<file path="config.mk">
export PLATFORM = sky130hd
export DESIGN_NAME = sliced_alu
export DESIGN_NICKNAME = d
export VERILOG_FILES = /design/src/rtl/alu_pkg.sv /design/src/rtl/alu_slice.sv /design/src/rtl/alu_flags.sv /design/src/rtl/sliced_alu.sv
export SDC_FILE = /design/constraint.sdc
export NUM_CORES = 1
export LEC_CHECK = 0
export BUFFER_PORTS_ARGS = -buffer_cell sky130_fd_sc_hd__buf_2
export CAP_MARGIN = 25
export CORE_AREA = 2 2 39 41
export DETAILED_ROUTE_END_ITERATION = 10
export DIE_AREA = 0 0 41 43
export PLACE_DENSITY = 0.66
export REMOVE_ABC_BUFFERS = 1
export SYNTH_ARGS = -nofsm -noshare
export SYNTH_HDL_FRONTEND = slang
export SYNTH_SLANG_ARGS = --single-unit
</file>
<file path="constraint.sdc">
create_clock -name vclk -period 7.9
set_input_delay 1.185 -clock vclk [all_inputs]
set_output_delay 1.185 -clock vclk [all_outputs]
set_load 0.02 [all_outputs]
</file>
<file path="src/rtl/alu_pkg.sv">
package alu_pkg;

    typedef enum logic [1:0] {
        OP_AND = 2'b00,
        OP_OR  = 2'b01,
        OP_XOR = 2'b10,
        OP_ADD = 2'b11
    } alu_op_e;

    // Conditioned operand bits entering the function blocks of a slice
    typedef struct packed {
        logic a;
        logic b;
    } slice_in_t;

    // Candidate outputs of one slice, one per function
    typedef struct packed {
        logic f_and;
        logic f_or;
        logic f_xor;
        logic f_sum;
    } slice_fn_t;

    function automatic logic cond_bit(input logic bit_in, input logic flip);
        return bit_in ^ flip;
    endfunction

    function automatic logic maj3(input logic x, input logic y, input logic z);
        return (x & y) | (x & z) | (y & z);
    endfunction

endpackage

</file>
<file path="src/rtl/alu_slice.sv">
module alu_slice
    import alu_pkg::*;
(
    input  logic    a_bit,
    input  logic    b_bit,
    input  logic    inv_a,
    input  logic    inv_b,
    input  logic    c_in,
    input  alu_op_e op,
    output logic    y,
    output logic    c_out
);
    slice_in_t cin_s;
    slice_fn_t fn;

    always_comb begin
        cin_s.a = cond_bit(a_bit, inv_a);
        cin_s.b = cond_bit(b_bit, inv_b);
    end

    always_comb begin
        fn.f_and = cin_s.a & cin_s.b;
        fn.f_or  = cin_s.a | cin_s.b;
        fn.f_xor = cin_s.a ^ cin_s.b;
        fn.f_sum = fn.f_xor ^ c_in;
    end

    assign c_out = maj3(cin_s.a, cin_s.b, c_in);

    // Four-way selector over the function outputs
    always_comb begin
        y = fn.f_and;
        case (op)
            OP_AND: y = fn.f_and;
            OP_OR:  y = fn.f_or;
            OP_XOR: y = fn.f_xor;
            OP_ADD: y = fn.f_sum;
            default: y = fn.f_and;
        endcase
    end
endmodule

</file>
<file path="src/rtl/alu_flags.sv">
module alu_flags #(
    parameter int W = 4
) (
    input  logic [W-1:0] res,
    input  logic         c_into_top,
    input  logic         c_out_top,
    output logic         zero,
    output logic         overflow
);
    assign zero     = ~|res;
    assign overflow = c_into_top ^ c_out_top;
endmodule

</file>
<file path="src/rtl/sliced_alu.sv">
module sliced_alu
    import alu_pkg::*;
#(
    parameter int W = 4
) (
    input  logic [W-1:0] opnd_a,
    input  logic [W-1:0] opnd_b,
    input  logic         inv_a,
    input  logic         inv_b,
    input  logic         carry_in,
    input  logic [1:0]   op_sel,
    output logic [W-1:0] result,
    output logic         carry_out,
    output logic         zero,
    output logic         overflow
);
    localparam int TOP = W - 1;

    alu_op_e       op;
    logic [W:0]    chain;

    assign op       = alu_op_e'(op_sel);
    assign chain[0] = carry_in;

    for (genvar i = 0; i < W; i++) begin : g_slice
        alu_slice u_slice (
            .a_bit (opnd_a[i]),
            .b_bit (opnd_b[i]),
            .inv_a (inv_a),
            .inv_b (inv_b),
            .c_in  (chain[i]),
            .op    (op),
            .y     (result[i]),
            .c_out (chain[i+1])
        );
    end

    assign carry_out = chain[W];

    alu_flags #(.W(W)) u_flags (
        .res        (result),
        .c_into_top (chain[TOP]),
        .c_out_top  (chain[W]),
        .zero       (zero),
        .overflow   (overflow)
    );
endmodule

</file>
# Word-level counts from Yosys, hierarchy flattened

Cells that the tools add are included.

Register bits: 0
Input port bits: 13
Logic and storage cells: 51

Equality and inequality tests: 3
Muxes and demuxes: 4
Bitwise operators: 41
Reductions and logical operators: 3

Operator list:

| cell                                                | count |
|---|---|
| bitwise XOR 1 bit                                   | 17 |
| case mux 1 bit (4 select lines)                     | 4 |
| bitwise AND 1 bit                                   | 12 |
| OR 1 bit                                            | 12 |
| equality test 2 bit, second input constant          | 2 |
| OR reduction 4 bit                                  | 1 |
| equality test 2 x 1 -> 1 bit, second input constant | 1 |
| zero test 2 bit                                     | 1 |
| zero test 1 bit                                     | 1 |

# Logic depth before layout (Yosys ltp)

Gate-level depths: netlist (run 1).

Depth in word-level cells: 14
Mapped depth: 9

# Modules after synthesis

From an unflattened synthesis (run 1), not the netlist that was laid out.

Cell total of the unflattened synthesis: 38
Area total of the unflattened synthesis: 406.6 um2

By module, submodules not included:

| module    | times used | cells an instance | area each (um2) | seq. area each (um2) |
|---|---|---|---|---|
| alu_slice | 4          | 9                 | 96.3            | 0.0 |
| alu_flags | 1          | 2                 | 21.3            | 0.0 |

# Worst setup path after synthesis (run 1)

Ideal clock, no wire load.

Path kind: in2out
From: in inv_b
To: out zero
Data arrival time: 4069 ps
Setup slack: 2646 ps
Stages on the path: 9
Buffers on the path: 0
Cells stage by stage: xor2_1 -> inv_1 -> fa_1 -> fa_1 -> fa_1 -> inv_1 -> fa_1 -> mux4_2 -> nor4_2

Cells in the longest elaborated chain, start to end: 14
Elaborated cells between the ends (all ways): 37
Classes of those cells: mux: 4; bitwise: 31; reduce/logical: 2

RTL lines:

| item                              | RTL line         | source |
|---|---|---|
| start, declared                   | sliced_alu.sv:9  | `input logic inv_b,` |
| bitwise XOR 1 bit                 | alu_pkg.sv:25    | `return bit_in ^ flip;` |
| bitwise AND 1 bit                 | alu_pkg.sv:29    | `return (x & y) \| (x & z) \| (y & z);` |
| OR 1 bit (2 in series)            | alu_pkg.sv:29    |  |
| bitwise AND 1 bit                 | alu_pkg.sv:29    |  |
| OR 1 bit (2 in series)            | alu_pkg.sv:29    |  |
| bitwise AND 1 bit                 | alu_pkg.sv:29    |  |
| OR 1 bit (2 in series)            | alu_pkg.sv:29    |  |
| bitwise XOR 1 bit                 | alu_slice.sv:25  | `fn.f_sum = fn.f_xor ^ c_in;` |
| case mux 1 bit (4 select lines) * | alu_slice.sv:33  | `case (op)` |
| via g_slice[3].u_slice.y          | alu_slice.sv:10  | `output logic y,` |
| OR reduction 4 bit *              | alu_flags.sv:10  | `assign zero = ~\|res;` |
| zero test 1 bit *                 | alu_flags.sv:10  |  |
| end, declared                     | sliced_alu.sv:14 | `output logic zero,` |

The timed path passes the listed nets; every way through them passes the cells marked *.

# Final worst setup path (run 1)

From: in inv_b
To: out zero

Cells in the longest elaborated chain, start to end: 14
Elaborated cells between the ends (all ways): 37
Classes of those cells: mux: 4; bitwise: 31; reduce/logical: 2

RTL lines:

| item                            | RTL line |
|---|---|
| bitwise XOR 1 bit               | alu_pkg.sv:25 |
| bitwise AND 1 bit               | alu_pkg.sv:29, alu_slice.sv:22 |
| OR 1 bit (2 in series)          | alu_pkg.sv:29 |
| bitwise AND 1 bit               | alu_pkg.sv:29 |
| OR 1 bit (2 in series)          | alu_pkg.sv:29 |
| bitwise AND 1 bit               | alu_pkg.sv:29 |
| OR 1 bit (2 in series)          | alu_pkg.sv:29 |
| bitwise XOR 1 bit               | alu_slice.sv:25 |
| case mux 1 bit (4 select lines) | alu_slice.sv:33 |
| OR reduction 4 bit *            | alu_flags.sv:10 |
| zero test 1 bit *               | alu_flags.sv:10 |

Every way passes the cells marked *; elsewhere a longest branch is shown, timed or not.

==> flow_summary.yaml, run 1 <==
logic_synthesis:
  synth_top_cell_area_share_pct: 21.8
  synthTopCellsByCount: "inv_1 (17), ha_1 (8), xor2_1 (7)"
  synth_area_per_cell_sq_um: 9.77
  synth_most_common_cell: "inv_1"
  ys_seq_area_share_pct: 0
  yosysTopAreaCell: "ha_1"
  synth_area_leaders: "ha_1 (22%), fa_1 (17%), mux4_2 (15%), inv_1 (14%), xor2_1 (13%)"
  syn-cell-area_sq_um: 459
  yosysUniqueCellTypes: 9
  yosys_warnings: 0
  netlist_instances: 47
routing:
  avgRoutedWirePerCell_um: 8.86
  finalWirelength_um: 700
  first_pass_iters: 1
  ant_nets: 0
  drt_iter0_markers: 0
  num_vias: 340
  routed_via_density: 4.30
  drc: 0
worst_setup_path:
  worst-endpoint-arrival_ns: 4.27
  cp.required_ns: 6.71
  crit_type: "input port to output pin"
  start_kind: "input port"
  crit_path_end_kind: "output pin"
  critPathMaxFanout: 4
cells_and_area:
  fin_util_pct: 39.7
  ff_latch_area_sq_um: 0
  seq_cells: 0
  num-nets-final: 90
  area_growth_pct: 19.6
  clkbuf_count: 0
  final_layout_size_suffix_gt1_share_pct: 38.1
  antenna_cells: 0
pwr:
  ir_drop_mv: 0.0247
  power.density_nw_per_um2: 107
  finalPower_mw: 0.0586
  p_leak_nw: 0.317
global_routing:
  grt_pass1_wl_um: 1120
  grt_use_total_pct: 8.70
  antenna_found_initial: 0
  grt_max_degree: 5
  grt_pass1_vias: 320
  overflow: 0
sta:
  period_minus_slack_ns: 5.46
  final.setup.tns_ns: 0
  hold_violations: 0
  rsz0062_at_grt: "false"
  final_max_slew_viol_count: 0
  setup_viol: 0
  relSlewSlack_pct: 76.7
  worst_pin_slew_ns: 0.348
  fmax_mhz: 183
  period_share_pct: 69.1
status:
  status: "finished, final reports clean"
place:
  hpwl_um: 675
  gp_congestion: 0.619
  port_buffers: 20
floorplanning:
  fp.dieH_um: 43
  design.portCount: 20
  start_util_pct: 33.2
  rows: 14
  dieArea_sq_um: 1760
  core_sq_um: 1380
  die_x_um: 41
worst_hold_path:
  hold_class: "input port to output pin"
run:
  max_cap_viol_count: 0
clock_network:
  post_cts_resized: 0
  post_cts_buffers: 0
  ctsHoldBuffers: 0
## path summary, 6_finish.rpt
check	from	end	slack (ns)	cells after the start
max	inv_b	zero	2.44	11
min	op_sel[0]	result[3]	2.88	3
## critical path, cell delays in order
cell and delay (ns):
buf_2 0.14, xor2_1 0.19, inv_1 0.09, fa_1 0.38, fa_1 0.39, fa_1 0.41
inv_1 0.09, fa_1 0.40, mux4_2 0.50, nor4_2 0.29, buf_2 0.21
## placed cells by master, fill, tap and decap left out
cell type  netlist  routed
mux4_1           1       1
fa_1             4       4
nor4_2           1       1
ha_1             8       8
xor2_1           7       7
buf_2            0      20
mux4_2           3       3
inv_1           17      17
xnor2_1          2       2
## cell families after synthesis
group,Yosys count,share of synthesized area (%)
xor gates and xnor gates,9,17.2
buffers and inverters,21,20.4
muxes,4,20.4
adders and majority gates,12,39.2
and+or+nand+nor,1,2.72
## layout make-up
type / count / area (sq um)
fill: 142 / 835
timing repair buffer: 20 / 100
tap: 16 / 20.0
multi-input combinational: 26 / 365
inverter: 17 / 63.8
## stage by stage
| stage | instance area (sq um) | cells | hold WS (ns) | setup WS [ns] |
|---|---|---|---|---|
| 2_1_floorplan | 429 | 43 | 2.62 | 2.55 |
| 3_3_place_gp | 549 | 79 | 2.88 | 2.49 |
| 3_5_place_dp | 549 | 79 | 2.88 | 2.43 |
| 4_1_cts | 549 | 79 | 2.89 | 2.42 |
| 5_1_grt | 549 | 79 | 2.92 | 2.27 |
| 6_report | 549 | 79 | 2.88 | 2.44 |
## power breakdown
| part | switching, mW | total (mW) | internal (mW) |
|---|---|---|---|
| Clock | 0 | 0 | 0 |
| Combinational | 0.0335 | 0.0586 | 0.0251 |
| Sequential | 0 | 0 | 0 |
## routing by layer
metal	share of wire (%)	global-route usage [%]	vias to the layer above
met5	0	0	-
met4	0	0	0
met3	6.9	0	0
met2	57	19.4	12
met1	36	7.92	157
li1	-	-	171
No activity file was read; power rests on OpenSTA's default activity.
==> inputs of run 2 (changes only) <==
--- a/config.mk
+++ b/config.mk
@@ -5,12 +5,13 @@
 export SDC_FILE = /design/constraint.sdc
 export NUM_CORES = 1
 export LEC_CHECK = 0
+export ABC_AREA = 1
 export BUFFER_PORTS_ARGS = -buffer_cell sky130_fd_sc_hd__buf_2
 export CAP_MARGIN = 25
 export CORE_AREA = 2 2 39 41
 export DETAILED_ROUTE_END_ITERATION = 10
 export DIE_AREA = 0 0 41 43
-export PLACE_DENSITY = 0.66
+export PLACE_DENSITY = 0.73
 export REMOVE_ABC_BUFFERS = 1
 export SYNTH_ARGS = -nofsm -noshare
 export SYNTH_HDL_FRONTEND = slang
==> constraint.sdc (replaced) <==
create_clock -name vclk -period 5.15
set_input_delay 0.7725 -clock vclk [all_inputs]
set_output_delay 0.7725 -clock vclk [all_outputs]
set_load 0.02 [all_outputs]
==> flow_summary.yaml, run 2 <==
logic_synthesis:
  synth_area_per_cell_sq_um: 6.83
  yosysUniqueCellTypes: 17
  syn-cell-area_sq_um: 547
  synth_most_common_cell: "inv_1"
  yosysTopAreaCell: "ha_1"
  synth_top_cell_area_share_pct: 18.3
  ys_seq_area_share_pct: 0
  yosys_warnings: 0
  netlist_instances: 80
  synthTopCellsByCount: "inv_1 (23), nand3_1 (12), ha_1 (8), xnor2_1 (8), nand2_1 (6)"
  synth_area_leaders: "ha_1 (18%), inv_1 (16%), fa_1 (15%), xnor2_1 (13%), nand3_1 (11%)"
worst_setup_path:
  worst-endpoint-arrival_ns: 3.55
  crit_chain: "buf_2, xor2_1, inv_1, fa_1, fa_1, fa_1, inv_1, fa_1, nand3_1, nand3_1, nor2_1, nand2_1, nor2_2, buf_2"
  start_kind: "input port"
  crit_type: "input port to output pin"
  cpPeakStageDelay_ns: 0.42
  critPathSlowestCell: "fa_1"
  cpMostUsedCell: "fa_1"
  crit_buf_inv: 4
  crit_path_end_kind: "output pin"
  cp_top_family: "adder cells"
  critPathMaxFanout: 4
  cp.required_ns: 4.38
cells_and_area:
  clkbuf_count: 0
  area_growth_pct: 11.7
  num-nets-final: 120
  ff_latch_area_sq_um: 0
  nFillCells: 150
  final_cell_mix: "inv_1 (23), buf_2 (20), nand3_1 (12)"
  final_common_cell: "inv_1"
  antenna_cells: 0
  final_area_sq_um: 611
  seq_cells: 0
  final_layout_size_suffix_gt1_share_pct: 24.7
sta:
  worst_pin_slew_ns: 0.380
  fmax_mhz: 231
  final.setup.tns_ns: 0
  period_share_pct: 84.0
  relSlewSlack_pct: 74.5
  setup_viol: 0
  final_max_slew_viol_count: 0
  hold_violations: 0
  period_minus_slack_ns: 4.32
  rsz0062_at_grt: "false"
routing:
  num_vias: 459
  first_pass_iters: 1
  drt_iter0_markers: 0
  avgRoutedWirePerCell_um: 7.32
  ant_nets: 0
  finalWirelength_um: 798
  drc: 0
  routed_via_density: 4.21
pwr:
  p_sw_mw: 0.0545
  p_seq_share_pct: 0
  ir_drop_mv: 0.0654
  swShare_pct: 59.7
  p_int_mw: 0.0368
  p_comb_share_pct: 100.0
  power.density_nw_per_um2: 149
  p_leak_nw: 0.364
  p_clk_share_pct: 0
floorplanning:
  die_x_um: 41
  design.portCount: 20
  rows: 14
  start_util_pct: 39.5
  fp.dieH_um: 43
  core_sq_um: 1380
  dieArea_sq_um: 1760
worst_hold_path:
  hold_class: "input port to output pin"
run:
  max_cap_viol_count: 0
global_routing:
  grt_use_total_pct: 10.5
  overflow: 0
  antenna_found_initial: 0
  grt_pass1_wl_um: 1410
  grt_max_degree: 11
  grt_pass1_vias: 375
place:
  gp_congestion: 0.682
  hpwl_um: 785
  place_area_sq_um: 611
  port_buffers: 20
clock_network:
  post_cts_resized: 0
  ctsHoldBuffers: 0
  post_cts_buffers: 0
status:
  status: "finished, final reports clean"
-- run 2: cell types whose count changed in the layout (fill, tap and decap cells not counted), sizes merged, moves of 4 or more --
cell	change
inv	+7
mux4	-4
nand2	+6
nand3	+12
nor2	+6
xnor2	+6
xor2	-6
-- run 2: power by group through the flow --
stage / clock, mW / sequential [mW] / combinational, mW
floorplan: 0 / 0 / 0.0662
global placement: 0 / 0 / 0.0906
detailed placement: 0 / 0 / 0.0932
CTS: 0 / 0 / 0.0935
global route: 0 / 0 / 0.105
finish: 0 / 0 / 0.0913
-- run 2: final timing paths --
path,slack (ns),to,depth (start not counted),from
max,0.83,zero,14,inv_a
min,2.08,result[2],5,op_sel[1]
-- run 2: per-stage QoR --
step                setup WS (ns)  hold WS, ns  utilization, %  power, mW  std cells
detailed placement          0.798         2.09            44.1     0.0932        109
finish                      0.826         2.08            44.1     0.0913        109
CTS                         0.795         2.09            44.1     0.0935        109
floorplan                    1.14         1.78               -     0.0662         73
global placement            0.838         2.08            44.1     0.0906        109
global route                0.612         2.13            44.1      0.105        109
-- run 2: cells by family after synthesis --
family	Yosys count	share of synthesized area, %
buf+inv	31	26.8
simple gates	27	24.9
fa+ha+maj	12	33.0
compound gates	1	0.914
xor+xnor	9	14.4
-- run 2: layout make-up --
class / instances / area [sq um] / share of cell area [%]
Timing Repair Buffer: 20 / 100 / 16.4
Inverter: 24 / 90.1 / 14.8
Multi-Input combinational cell: 49 / 400 / 65.6
Tap cell: 16 / 20.0 / 3.28
-- run 2: routing by layer --
metal  GRT usage [%]  vias up  part of all wire (%)
li1                -      254                     -
met1            14.3      190                    44
met2            18.4       15                    49
met3           0.524        0                   6.6
met4               0        0                     0
met5               0        -                     0
==> inputs of run 3 (changes only) <==
--- a/config.mk
+++ b/config.mk
@@ -11,7 +11,7 @@
 export CORE_AREA = 2 2 39 41
 export DETAILED_ROUTE_END_ITERATION = 10
 export DIE_AREA = 0 0 41 43
-export PLACE_DENSITY = 0.73
+export PLACE_DENSITY = 0.76
 export REMOVE_ABC_BUFFERS = 1
 export SYNTH_ARGS = -nofsm -noshare
 export SYNTH_HDL_FRONTEND = slang
==> constraint.sdc (replaced) <==
create_clock -name vclk -period 3.6
set_input_delay 0.54 -clock vclk [all_inputs]
set_output_delay 0.54 -clock vclk [all_outputs]
set_load 0.02 [all_outputs]
==> flow_summary.yaml, run 3 (synthesis results as in run 2) <==
worst_setup_path:
  critPathMaxFanout: 2
  cp.required_ns: 3.06
  crit_type: "input port to output pin"
  crit_path_end_kind: "output pin"
  start_kind: "input port"
  worst-endpoint-arrival_ns: 3.06
run:
  max_cap_viol_count: 0
sta:
  final_max_slew_viol_count: 0
  period_minus_slack_ns: 3.60
  hold_violations: 0
  rsz0062_at_grt: "true"
  setup_viol: 1
  whs_ns: 1.62
  final.setup.tns_ns: -0.00328
  relSlewSlack_pct: 71.0
  fmax_mhz: 278
  fin_ws_ns: -0.00328
  period_share_pct: 100
  worst_pin_slew_ns: 0.432
routing:
  finalWirelength_um: 1050
  avgRoutedWirePerCell_um: 8.88
  first_pass_iters: 1
  ant_nets: 0
  drc: 0
  num_vias: 498
  drt_iter0_markers: 0
  routed_via_density: 4.22
worst_hold_path:
  hold_class: "input port to output pin"
status:
  status: "finished with violations"
  violations: "setup timing"
place:
  gp_congestion: 0.807
  port_buffers: 20
  pre_cts_slack_ns: -0.200
  hpwl_um: 937
  dp_cells: 116
pwr:
  ir_drop_mv: 0.0916
  power.density_nw_per_um2: 224
  p_leak_nw: 0.416
global_routing:
  antenna_found_initial: 0
  grt_pass1_wl_um: 1900
  grt_use_total_pct: 14.5
  grt_pass1_vias: 483
  overflow: 0
  grt_max_degree: 11
floorplanning:
  dieArea_sq_um: 1760
  start_util_pct: 39.5
  fp.dieH_um: 43
  core_sq_um: 1380
  rows: 14
  die_x_um: 41
  design.portCount: 20
cells_and_area:
  final_common_cell: "inv_1"
  seq_cells: 0
  ff_latch_area_sq_um: 0
  area_growth_pct: 33.4
  num-nets-final: 129
  final_cell_mix: "inv_1 (20), buf_2 (16), nand3_1 (11)"
  layoutNonFillerInstCount: 118
  final_layout_size_suffix_gt1_share_pct: 40.2
  antenna_cells: 0
  clkbuf_count: 0
clock_network:
  ctsHoldBuffers: 0
==> run 3: cell types whose count changed in the layout (fill, tap and decap cells not counted), moves of 3 or more <==
cell	before	now
fa_1	4	1
inv_1	23	20
buf_2	20	16
inv_2	1	4
buf_4	0	9
fa_2	0	3
buf_6	0	3
==> run 3: layout make-up <==
class / count / area [sq um]
inverters: 24 / 90.1
fillers: 144 / 654
well taps: 16 / 20.0
multi-input cells: 49 / 423
repair buffers: 29 / 196
==> run 3: critical path: stages <==
cell	delay, ns
buf_8	0.10
xor2_2	0.17
inv_2	0.07
fa_2	0.40
fa_2	0.37
fa_2	0.38
inv_2	0.07
fa_1	0.41
nand3_1	0.10
nand3_2	0.07
nor2_2	0.10
nand2_1	0.07
nor2_2	0.09
buf_6	0.12
==> run 3: repair_timing <==
item / in CTS / in global routing
resized for setup: 7 / 9
pin swaps: 1 / 8
cloned: 0 / 0
setup endpoints to repair: 2 / 2
buffers inserted: 1 / 1
==> run 3: stage by stage <==
| step | utilization [%] | cell area [sq um] | power, mW |
|---|---|---|---|
| floorplan | - | 490 | 0.0947 |
| global placement | 47.9 | 663 | 0.143 |
| detailed placement | 47.9 | 663 | 0.146 |
| CTS | 49.6 | 687 | 0.155 |
| global route | 52.7 | 729 | 0.186 |
| finish | 52.7 | 729 | 0.163 |
==> run 3: path summary, 6_finish.rpt <==
check / cells past startpoint / to / slack, ns / startpoint
max: 14 / zero / -0.003 / inv_a
min: 5 / result[2] / 1.62 / op_sel[1]
==> run 3: power by group <==
group          internal [mW]  total (mW)  switching, mW
Sequential                 0           0              0
Combinational         0.0763       0.163         0.0868
Clock                      0           0              0
Total                 0.0763       0.163         0.0868
==> run 3: routing by layer <==
metal | global-route usage (%) | wire length, um | vias to the layer above
met5 | 0 | 0 | -
met1 | 18.5 | 416 | 215
li1 | - | - | 272
met3 | 0 | 32 | 0
met2 | 27.2 | 599 | 11
met4 | 0 | 0 | 0
